$ cat src/rtl/muldiv_pkg.sv
package muldiv_pkg;

    typedef enum logic {
        DIR_MUL = 1'b0,
        DIR_DIV = 1'b1
    } dir_e;

    // width of a countdown that must hold the value "steps"
    function automatic int unsigned cnt_bits(input int unsigned steps);
        return (steps < 2) ? 1 : $clog2(steps + 1);
    endfunction

endpackage

$ cat src/rtl/mdu_guard.sv
module mdu_guard
    import muldiv_pkg::*;
#(
    parameter int unsigned N_W = 8,
    parameter int unsigned M_W = 4
) (
    input  dir_e               dir,
    input  logic [N_W-1:0]     a,
    input  logic [N_W-1:0]     r,
    input  logic [N_W+M_W-1:0] p,
    output logic               bad
);
    localparam int unsigned P_W = N_W + M_W;

    logic [P_W:0] limit;   // A * 2^M_W, one spare bit
    logic         div_bad;
    logic         mul_bad;

    always_comb begin
        limit   = {1'b0, a, {M_W{1'b0}}};
        div_bad = (a == '0) || ({1'b0, p} >= limit);
        mul_bad = (r >= a);
        bad     = (dir == DIR_DIV) ? div_bad : mul_bad;
    end

endmodule

$ cat src/rtl/mdu_step.sv
module mdu_step
    import muldiv_pkg::*;
#(
    parameter int unsigned N_W = 8,
    parameter int unsigned M_W = 4
) (
    input  dir_e           dir,
    input  logic [N_W-1:0] a,
    input  logic [N_W-1:0] rem,
    input  logic [M_W-1:0] sh,
    output logic [N_W-1:0] rem_nx,
    output logic [M_W-1:0] sh_nx
);
    logic [N_W:0]   sum;      // multiply: rem + bit*A
    logic [N_W:0]   widened;  // divide: rem shifted left with next P bit
    logic [N_W:0]   diff;
    logic           ge;
    logic [M_W-1:0] sh_mul;
    logic [M_W-1:0] sh_div;

    always_comb begin
        sum     = {1'b0, rem} + (sh[0] ? {1'b0, a} : '0);
        widened = {rem, sh[M_W-1]};
        ge      = (widened >= {1'b0, a});
        diff    = widened - {1'b0, a};
    end

    generate
        if (M_W == 1) begin : g_single
            assign sh_mul = sum[0];
            assign sh_div = ge;
        end else begin : g_multi
            assign sh_mul = {sum[0], sh[M_W-1:1]};
            assign sh_div = {sh[M_W-2:0], ge};
        end
    endgenerate

    always_comb begin
        if (dir == DIR_DIV) begin
            rem_nx = ge ? diff[N_W-1:0] : widened[N_W-1:0];
            sh_nx  = sh_div;
        end else begin
            rem_nx = sum[N_W:1];
            sh_nx  = sh_mul;
        end
    end

endmodule

$ cat src/rtl/mdu_seq.sv
module mdu_seq
    import muldiv_pkg::*;
#(
    parameter int unsigned M_W = 4
) (
    input  logic clk,
    input  logic rst,
    input  logic start,
    output logic busy,
    output logic load,
    output logic last,
    output logic done
);
    localparam int unsigned CW = cnt_bits(M_W);

    logic [CW-1:0] left_q;

    assign load = start && !busy;
    assign last = busy && (left_q == CW'(1));

    always_ff @(posedge clk) begin
        if (rst) begin
            busy   <= 1'b0;
            done   <= 1'b0;
            left_q <= '0;
        end else begin
            done <= 1'b0;
            if (busy) begin
                left_q <= left_q - CW'(1);
                if (left_q == CW'(1)) begin
                    busy <= 1'b0;
                    done <= 1'b1;
                end
            end else if (start) begin
                busy   <= 1'b1;
                left_q <= CW'(M_W);
            end
        end
    end

    assert_count_range_R3: assert property (@(posedge clk) disable iff (rst)
        busy |-> (left_q != '0 && left_q <= CW'(M_W)));

    assert_done_after_busy_R3: assert property (@(posedge clk) disable iff (rst)
        done |-> ($past(busy) && !busy));

endmodule

$ cat src/rtl/muldiv_bidir.sv
module muldiv_bidir
    import muldiv_pkg::*;
#(
    parameter int unsigned N_W = 8,
    parameter int unsigned M_W = 4
) (
    input  logic               clk,
    input  logic               rst,
    input  logic               start,
    input  logic               dir,
    input  logic [N_W-1:0]     a_in,
    input  logic [M_W-1:0]     b_in,
    input  logic [N_W-1:0]     r_in,
    input  logic [N_W+M_W-1:0] p_in,
    output logic               busy,
    output logic               done,
    output logic               range_err,
    output logic [N_W-1:0]     a_out,
    output logic [N_W+M_W-1:0] p_out,
    output logic [M_W-1:0]     b_out,
    output logic [N_W-1:0]     r_out
);
    localparam int unsigned P_W = N_W + M_W;

    dir_e           dir_in;
    dir_e           dir_q;
    logic [N_W-1:0] a_q;
    logic           err_q;
    logic [N_W-1:0] rem_q;
    logic [M_W-1:0] sh_q;
    logic [N_W-1:0] rem_nx;
    logic [M_W-1:0] sh_nx;
    logic           bad;
    logic           load;
    logic           last;

    assign dir_in = dir_e'(dir);

    mdu_guard #(.N_W(N_W), .M_W(M_W)) u_guard (
        .dir (dir_in),
        .a   (a_in),
        .r   (r_in),
        .p   (p_in),
        .bad (bad)
    );

    mdu_seq #(.M_W(M_W)) u_seq (
        .clk   (clk),
        .rst   (rst),
        .start (start),
        .busy  (busy),
        .load  (load),
        .last  (last),
        .done  (done)
    );

    mdu_step #(.N_W(N_W), .M_W(M_W)) u_step (
        .dir    (dir_q),
        .a      (a_q),
        .rem    (rem_q),
        .sh     (sh_q),
        .rem_nx (rem_nx),
        .sh_nx  (sh_nx)
    );

    // operand capture and per-step update
    always_ff @(posedge clk) begin
        if (rst) begin
            dir_q <= DIR_MUL;
            a_q   <= '0;
            err_q <= 1'b0;
            rem_q <= '0;
            sh_q  <= '0;
        end else if (load) begin
            dir_q <= dir_in;
            a_q   <= a_in;
            err_q <= bad;
            if (bad) begin
                rem_q <= '0;
                sh_q  <= '0;
            end else if (dir_in == DIR_DIV) begin
                rem_q <= p_in[P_W-1:M_W];
                sh_q  <= p_in[M_W-1:0];
            end else begin
                rem_q <= r_in;
                sh_q  <= b_in;
            end
        end else if (busy) begin
            rem_q <= rem_nx;
            sh_q  <= sh_nx;
        end
    end

    // result registers, written only on the final step
    always_ff @(posedge clk) begin
        if (rst) begin
            range_err <= 1'b0;
            a_out     <= '0;
            p_out     <= '0;
            b_out     <= '0;
            r_out     <= '0;
        end else if (last) begin
            range_err <= err_q;
            if (err_q) begin
                a_out <= '0;
                p_out <= '0;
                b_out <= '0;
                r_out <= '0;
            end else if (dir_q == DIR_DIV) begin
                a_out <= a_q;
                p_out <= '0;
                b_out <= sh_nx;
                r_out <= rem_nx;
            end else begin
                a_out <= a_q;
                p_out <= {rem_nx, sh_nx};
                b_out <= '0;
                r_out <= '0;
            end
        end
    end

    assert_rem_below_a_R1: assert property (@(posedge clk) disable iff (rst)
        (busy && !err_q) |-> (rem_q < a_q));

    assert_div_rem_bound_R2: assert property (@(posedge clk) disable iff (rst)
        (done && !range_err && dir_q == DIR_DIV) |-> (r_out < a_out));

    assert_done_single_R3: assert property (@(posedge clk) disable iff (rst)
        done |=> !done);

    assert_busy_ignore_R4: assert property (@(posedge clk) disable iff (rst)
        (busy && start) |=> (a_q == $past(a_q) && dir_q == $past(dir_q)));

    assert_hold_outputs_R5: assert property (@(posedge clk) disable iff (rst)
        !done |-> ($stable(p_out) && $stable(b_out) && $stable(r_out)
                   && $stable(a_out) && $stable(range_err)));

    assert_err_zero_R6: assert property (@(posedge clk) disable iff (rst)
        range_err |-> (a_out == '0 && p_out == '0 && b_out == '0 && r_out == '0));

endmodule

$ cat config.mk
export PLATFORM = sky130hd
export DESIGN_NAME = muldiv_bidir
export DESIGN_NICKNAME = d
export VERILOG_FILES = /design/src/rtl/muldiv_pkg.sv /design/src/rtl/mdu_guard.sv /design/src/rtl/mdu_step.sv /design/src/rtl/mdu_seq.sv /design/src/rtl/muldiv_bidir.sv
export SDC_FILE = /design/constraint.sdc
export NUM_CORES = 1
export LEC_CHECK = 0
export BUFFER_PORTS_ARGS = -buffer_cell sky130_fd_sc_hd__buf_2
export CAP_MARGIN = 5
export CORE_UTILIZATION = 60
export DETAILED_ROUTE_END_ITERATION = 7
export PLACE_DENSITY = 0.95
export SLEW_MARGIN = 30
export SYNTH_ARGS = -nofsm -noshare
export SYNTH_HDL_FRONTEND = slang
export SYNTH_SLANG_ARGS = --single-unit
$ cat constraint.sdc
create_clock -name clk -period 6.98 [get_ports clk]
set_input_delay 1.396 -clock clk [delete_from_list [all_inputs] [get_ports clk]]
set_output_delay 1.396 -clock clk [all_outputs]
set_load 0.05 [all_outputs]
==> key figures, run 1 <==
Pwr
  • Tot Pwr: 915 uW
  • PwrDens: 215 mW/mm2
  • IR drop worst, VDD: 0.180 mV
  • Pleak: 1.92 nW

Routing
  • Vias per inst: 6.18
  • Vias: 3449
  • Routed wl met2: 4.62 mm
  • Drt wl/cell: 17.5 um
  • DR top layer: met4
  • Wire length on met3: 766 um
  • Antenna viol nets, final: 0
  • M1 WL: 3.92 mm
  • Initial drt markers: 263
  • Post-route DRC: 0
  • Post-Route WL: 9.75 mm
  • Iteration count of the initial detailed-routing pass: 5

Die
  • Die Wd: 80.5 um
  • Core Area: 0.00592 mm2
  • # rows: 28
  • Full die area: 0.00648 mm2
  • Die span in y: 80.5 um
  • Initial core utilization: 62.4%
  • # IOs: 71

CTS
  • CTS Root Cell: clkbuf_8
  • Number of buffers inserted by hold repair at cts: 0
  • Worst-Skew Late Latency: 0.35 ns
  • Post-CTS setup buffer count: 0
  • Clk buf depth: 2
  • Reg clk slew, reported paths: 0.07 ns
  • Post_cts resized: 0
  • CTS Buf Count: 9
  • CTS tree: built
  • Clk sinks: 60
  • H-tree depth: 3

Setup path
  • CP peak stage delay: 0.67 ns
  • Worst-path cell chain: buf_2, inv_1, ha_1, and3b_1, a2111oi_2, a211oi_2, o31ai_4, a221o_1, o2bb2ai_1
  • Kind of critical path: in -> reg
  • CP Capture Type: register
  • Setup crit start: a_in[2]
  • CP bufs+invs: 2
  • Required @ worst endpoint: 7.26 ns
  • Critical path launch point type: input pin
  • Crit path arrival time: 3.61 ns
  • Slowest CP cell: o31ai_4
  • R2r startpoint: sh_q[3]$_SDFFE_PP0P_
  • Crit Path Max Fanout: 13
  • Top delay family on crit path: compound AO/OA/AOI/OAI gates

Layout
  • Layout cell share with drive strength beyond 1: 24.8%
  • Synthesis-to-layout area growth: 15.2%
  • Final instance area: 0.00426 mm2
  • Fillers: 429
  • Layout Nets: 551
  • Ant diodes: 0
  • FF/Latch Area: 0.00120 mm2
  • Area of the multi-input gates: 0.00228 mm2

Synthesis
  • Post-Syn Area: 0.00370 mm2
  • Syn Inst Count: 416
  • Syn_nets: 488
  • Yosys warning total: 0
  • Area leader, netlist: dfxtp_1
  • Yosys cell types: 64
  • Commonest cells in the netlist: 60 x dfxtp_1, 39 x nand2_1, 34 x ha_1
  • Ys async rst share: 0%
  • Synth area leaders: dfxtp_1 32%, ha_1 12%, nand2_1 4.0%
  • Flops & latches, synth: 60
  • Synth top area share: 32.5%
  • Top_reg_cell synth: dfxtp_1
  • Post-synth EDFFs: 0
  • Avg Inst Size Synth: 8.88 um2
  • Most frequent cell after synthesis: dfxtp_1
  • Sequential area share after synthesis: 32.5%

STA
  • Max-slew headroom: 38.9%
  • Fin crit share: 47.7%
  • Slew @ Worst Pin: 0.913 ns
  • Final hold vios: 0
  • Final min period: 3.33 ns
  • WHS: 0.450 ns
  • Final Max Tran Viols: 0
  • Final setup viols: 0
  • TNS Setup: 0 ns
  • RSZ-0062 raised after global routing: false
  • Setup Skew: 0.00779 ns
  • FMAX: 301 MHz

Placement
  • GPL Wtd Cong: 0.897
  • PortBufs: 70
  • DP HPWL: 7.44 mm
  • Placed Area: 0.00407 mm2

Global routing
  • Vias in the first global route: 3268
  • First-pass GRT wire length: 15.4 mm
  • All-Layer GR Usage: 32.1%
  • Pin count of the biggest net entering global routing: 34
  • Initial antenna violation count: 0
  • Global route overflow: 0

Worst hold path
  • Worst hold path type: reg -> reg
  • Hold_sp: b_out[0]$_SDFFE_PP0P_

Flow run
  • Maximum Capacitance Violations: 0

Status
  • Outcome: finished, final reports clean
worst paths after layout:
path                                 to  slack [ns]  cells after the start
setup / recovery  rem_q[2]$_SDFFE_PP0P_        3.65                      9
hold / removal    b_out[0]$_SDFFE_PP0P_        0.45                      2
setup reg to reg  rem_q[6]$_SDFFE_PP0P_        4.30                     10
hold reg to reg   b_out[0]$_SDFFE_PP0P_        0.45                      2
flip-flops by register name, indices dropped and copies added, names as in the netlist:
register,flops
p_out,12
a_out,8
a_q,8
r_out,8
rem_q,8
b_out,4
sh_q,4
u_seq.left_q,3
dir_q,1
err_q,1
range_err,1
u_seq.busy,1
u_seq.done,1
through the flow:
stage	utilization (%)	setup slack (ns)	std cells
3_3_place_gp	68.7	3.45	543
3_5_place_dp	68.7	3.35	543
4_1_cts	71.9	3.69	558
5_1_grt	71.9	3.51	558
6_report	71.9	3.65	558
2_1_floorplan	-	3.83	416
cells in the final DEF, fill, tap and decap left out, types with 5 or more instances in the layout:
cell type  Yosys  final
buf_2          5     70
dfxtp_1       60     60
nand2_1       39     39
ha_1          34     34
inv_1         31     31
a21oi_1       27     27
nor2_1        20     20
o21ai_0       20     20
a22o_1        16     16
and2_1        12     12
mux2_2        12     12
clkbuf_8       0     10
nand3_1        9      9
mux2i_1        9      9
nor2b_1        8      8
xnor2_1        7      7
o21a_1         7      7
nor3_1         5      5
a32o_1         5      5
cell type report:
type	count	area share, %
timing repair buffer	73	8.75
inverter	31	2.73
clock inverter	5	1.23
sequential	60	28.2
multi-input combinational	304	53.6
tap	75	2.20
clock buffer	10	3.23
power by group:
group / leakage [nW] / internal [mW] / switching [mW]
clock: 0.0979 / 0.170 / 0.139
sequential: 0.488 / 0.355 / 0.0215
combinational: 1.33 / 0.0938 / 0.136
total: 1.92 / 0.619 / 0.296
worst min-delay path, stage by stage (launching register included):
cell and delay [ns]:
dfxtp_1 0.32, nand2_1 0.04, o21ai_0 0.05
routing by layer:
| metal | up-vias | global-route usage (%) |
|---|---|---|
| li1 | 1624 | - |
| met1 | 1621 | 38.4 |
| met2 | 163 | 53.0 |
| met3 | 41 | 7.16 |
| met4 | 0 | 17.3 |
| met5 | - | 0 |
cells by family after synthesis:
group | share of synthesized area (%)
fa+ha+maj | 12.6
xor+xnor | 2.13
buf+inv | 5.86
simple gates | 15.1
mux | 6.40
compound gates | 25.4
flops | 32.5
Power figures use the tool's default switching activity.
==> inputs of run 2 (changes only) <==
--- a/config.mk
+++ b/config.mk
@@ -7,9 +7,9 @@
 export LEC_CHECK = 0
 export BUFFER_PORTS_ARGS = -buffer_cell sky130_fd_sc_hd__buf_2
 export CAP_MARGIN = 5
-export CORE_UTILIZATION = 60
+export CORE_UTILIZATION = 56
 export DETAILED_ROUTE_END_ITERATION = 7
-export PLACE_DENSITY = 0.95
+export PLACE_DENSITY = 0.91
 export SLEW_MARGIN = 30
 export SYNTH_ARGS = -nofsm -noshare
 export SYNTH_HDL_FRONTEND = slang
==> constraint.sdc (replaced) <==
create_clock -name clk -period 3.2 [get_ports clk]
set_input_delay 0.64 -clock clk [delete_from_list [all_inputs] [get_ports clk]]
set_output_delay 0.64 -clock clk [all_outputs]
set_load 0.05 [all_outputs]
==> run 2 against run 1 <==
Critical path depth shrank 1. Via count grew 0.12%. Cell count up 1.1%. Total power up 110%. Largest cell class unchanged. Largest power group unchanged. Combinational power rose by 120%. Sequential share of layout area shrank 0.14 points. Clock skew increased by 0.0064 ns. Clock power is 110% higher.
==> key figures, run 2 (same netlist as run 1, synthesis figures left out) <==
Pwr
  • IR drop worst, VDD: 0.350 mV
  • Pleak: 1.93 nW
  • Combinational Power Share: 25.8%
  • PwrDens: 458 mW/mm2
  • Power share of the clock group: 32.3%
  • Sw Ratio: 34.2%
  • P_sw: 671 uW
  • Internal power: 1.29 mW
  • Sequential fraction of design power: 41.9%

CTS
  • Worst-Skew Late Latency: 0.36 ns
  • CTS tree: built
  • Post-CTS setup buffer count: 0
  • CTS Buf Count: 9
  • Post_cts resized: 0
  • H-tree depth: 3
  • Reg clk slew, reported paths: 0.07 ns
  • Clk sinks: 60
  • Number of buffers inserted by hold repair at cts: 0
  • CTS Root Cell: clkbuf_8
  • Clk buf depth: 2

Setup path
  • CP Capture Type: register
  • Crit path arrival time: 2.92 ns
  • Kind of critical path: reg -> reg
  • Worst-path cell chain: inv_1, ha_1, a21o_1, a21oi_1, o21a_2, nand2_2, mux2_1, a221o_1
  • Critical path launch point type: register
  • Cell count along the critical path: 8
  • CP peak stage delay: 0.45 ns
  • Slowest CP cell: dfxtp_1
  • Crit Path Max Fanout: 14
  • Top delay family on crit path: compound AO/OA/AOI/OAI gates
  • CP bufs+invs: 1
  • Worst R2R Path Depth: 8
  • Required @ worst endpoint: 3.44 ns

Global routing
  • Pin count of the biggest net entering global routing: 35
  • Vias in the first global route: 3442
  • Initial antenna violation count: 0
  • First-pass GRT wire length: 16.4 mm
  • Global route overflow: 0
  • All-Layer GR Usage: 30.0%

Routing
  • Vias: 3453
  • Antenna viol nets, final: 0
  • Drt wl/cell: 17.7 um
  • Initial drt markers: 302
  • Post-Route WL: 9.96 mm
  • Iteration count of the initial detailed-routing pass: 7
  • Vias per inst: 6.12
  • Post-route DRC: 0

STA
  • TNS Setup: 0 ns
  • Final Max Tran Viols: 0
  • WHS: 0.455 ns
  • RSZ-0062 raised after global routing: false
  • Final min period: 2.69 ns
  • FMAX: 372 MHz
  • Final hold vios: 0
  • Setup Skew: 0.0142 ns
  • Slew @ Worst Pin: 0.857 ns
  • Max-slew headroom: 42.7%
  • Fin crit share: 84.0%
  • Final setup viols: 0

Layout
  • Most frequent cells in the layout: 70 x buf_2, 60 x dfxtp_1, 39 x nand2_1
  • Layout cell share with drive strength beyond 1: 25.5%
  • Ant diodes: 0
  • Layout Nets: 554
  • Most common cell after layout, fill and taps aside: buf_2
  • Synthesis-to-layout area growth: 15.8%
  • Max reg flops: 12
  • Top reg by flops: p_out

Status
  • Outcome: finished, final reports clean

Placement
  • DP HPWL: 7.68 mm
  • PortBufs: 70
  • GPL Wtd Cong: 0.930

Die
  • # rows: 29
  • Die Wd: 83.2 um
  • Die span in y: 83.2 um
  • Initial core utilization: 58.2%
  • Full die area: 0.00693 mm2
  • # IOs: 71
  • Core Area: 0.00635 mm2

Worst hold path
  • WHS Path Cells: 2
  • Worst hold path type: reg -> reg

Flow run
  • Maximum Capacitance Violations: 0
[run 2: cell count changes in the layout (fill, tap and decap cells not counted), sizes merged]
cell      before  now
buf           73   76
bufinv         1    0
clkinv         3    5
clkinvlp       1    0
inv           31   32
[run 2: worst reg2reg max path, stage by stage, from the launching register on]
cell     delay [ns]
dfxtp_1        0.45
inv_1          0.08
ha_1           0.37
a21o_1         0.20
a21oi_1        0.27
o21a_2         0.23
nand2_2        0.23
mux2_1         0.44
a221o_1        0.31
[run 2: power by group through the flow]
stage / clock network, mW / registers [mW] / logic [mW]
after floorplan: 0 / 0.820 / 0.368
after global placement: 0 / 0.835 / 0.476
after detailed placement: 0 / 0.836 / 0.491
after CTS: 0.637 / 0.819 / 0.495
after global routing: 0.680 / 0.823 / 0.547
final: 0.634 / 0.821 / 0.506
[run 2: final cells by class]
type / instances / area (um2)
well taps: 77 / 96.3
flip-flops and latches: 60 / 1200
clock inverters: 6 / 48.8
inverters: 31 / 116
multi-input cells: 304 / 2280
repair buffers: 76 / 395
clock buffers: 10 / 138
fillers: 510 / 2070
[run 2: worst paths after layout]
kind	to	from	slack [ns]
hold reg to reg	b_out[0]$_SDFFE_PP0P_	b_out[0]$_SDFFE_PP0P_	0.46
setup / recovery	rem_q[6]$_SDFFE_PP0P_	a_q[3]$_SDFFE_PP0P_	0.51
hold / removal	b_out[0]$_SDFFE_PP0P_	b_out[0]$_SDFFE_PP0P_	0.46
setup reg to reg	rem_q[6]$_SDFFE_PP0P_	a_q[3]$_SDFFE_PP0P_	0.51
[run 2: stage by stage]
stage          cell area [um2]  worst slack [ns]  util (%)  cells  total power [mW]
6_report                  4280             0.513      67.4    564              1.96
5_1_grt                   4280             0.432      67.4    564              2.05
4_1_cts                   4280             0.573      67.4    564              1.95
3_5_place_dp              4090             0.334      64.5    548              1.33
3_3_place_gp              4090             0.439      64.5    548              1.31
2_1_floorplan             3700             0.804         -    416              1.19
[run 2: layer usage]
layer | GRT usage, % | vias up | wire (um)
li1 | - | 1648 | -
met1 | 35.4 | 1622 | 4070
met2 | 50.9 | 143 | 4920
met3 | 7.26 | 40 | 612
met4 | 14.6 | 0 | 362
met5 | 0 | - | 0
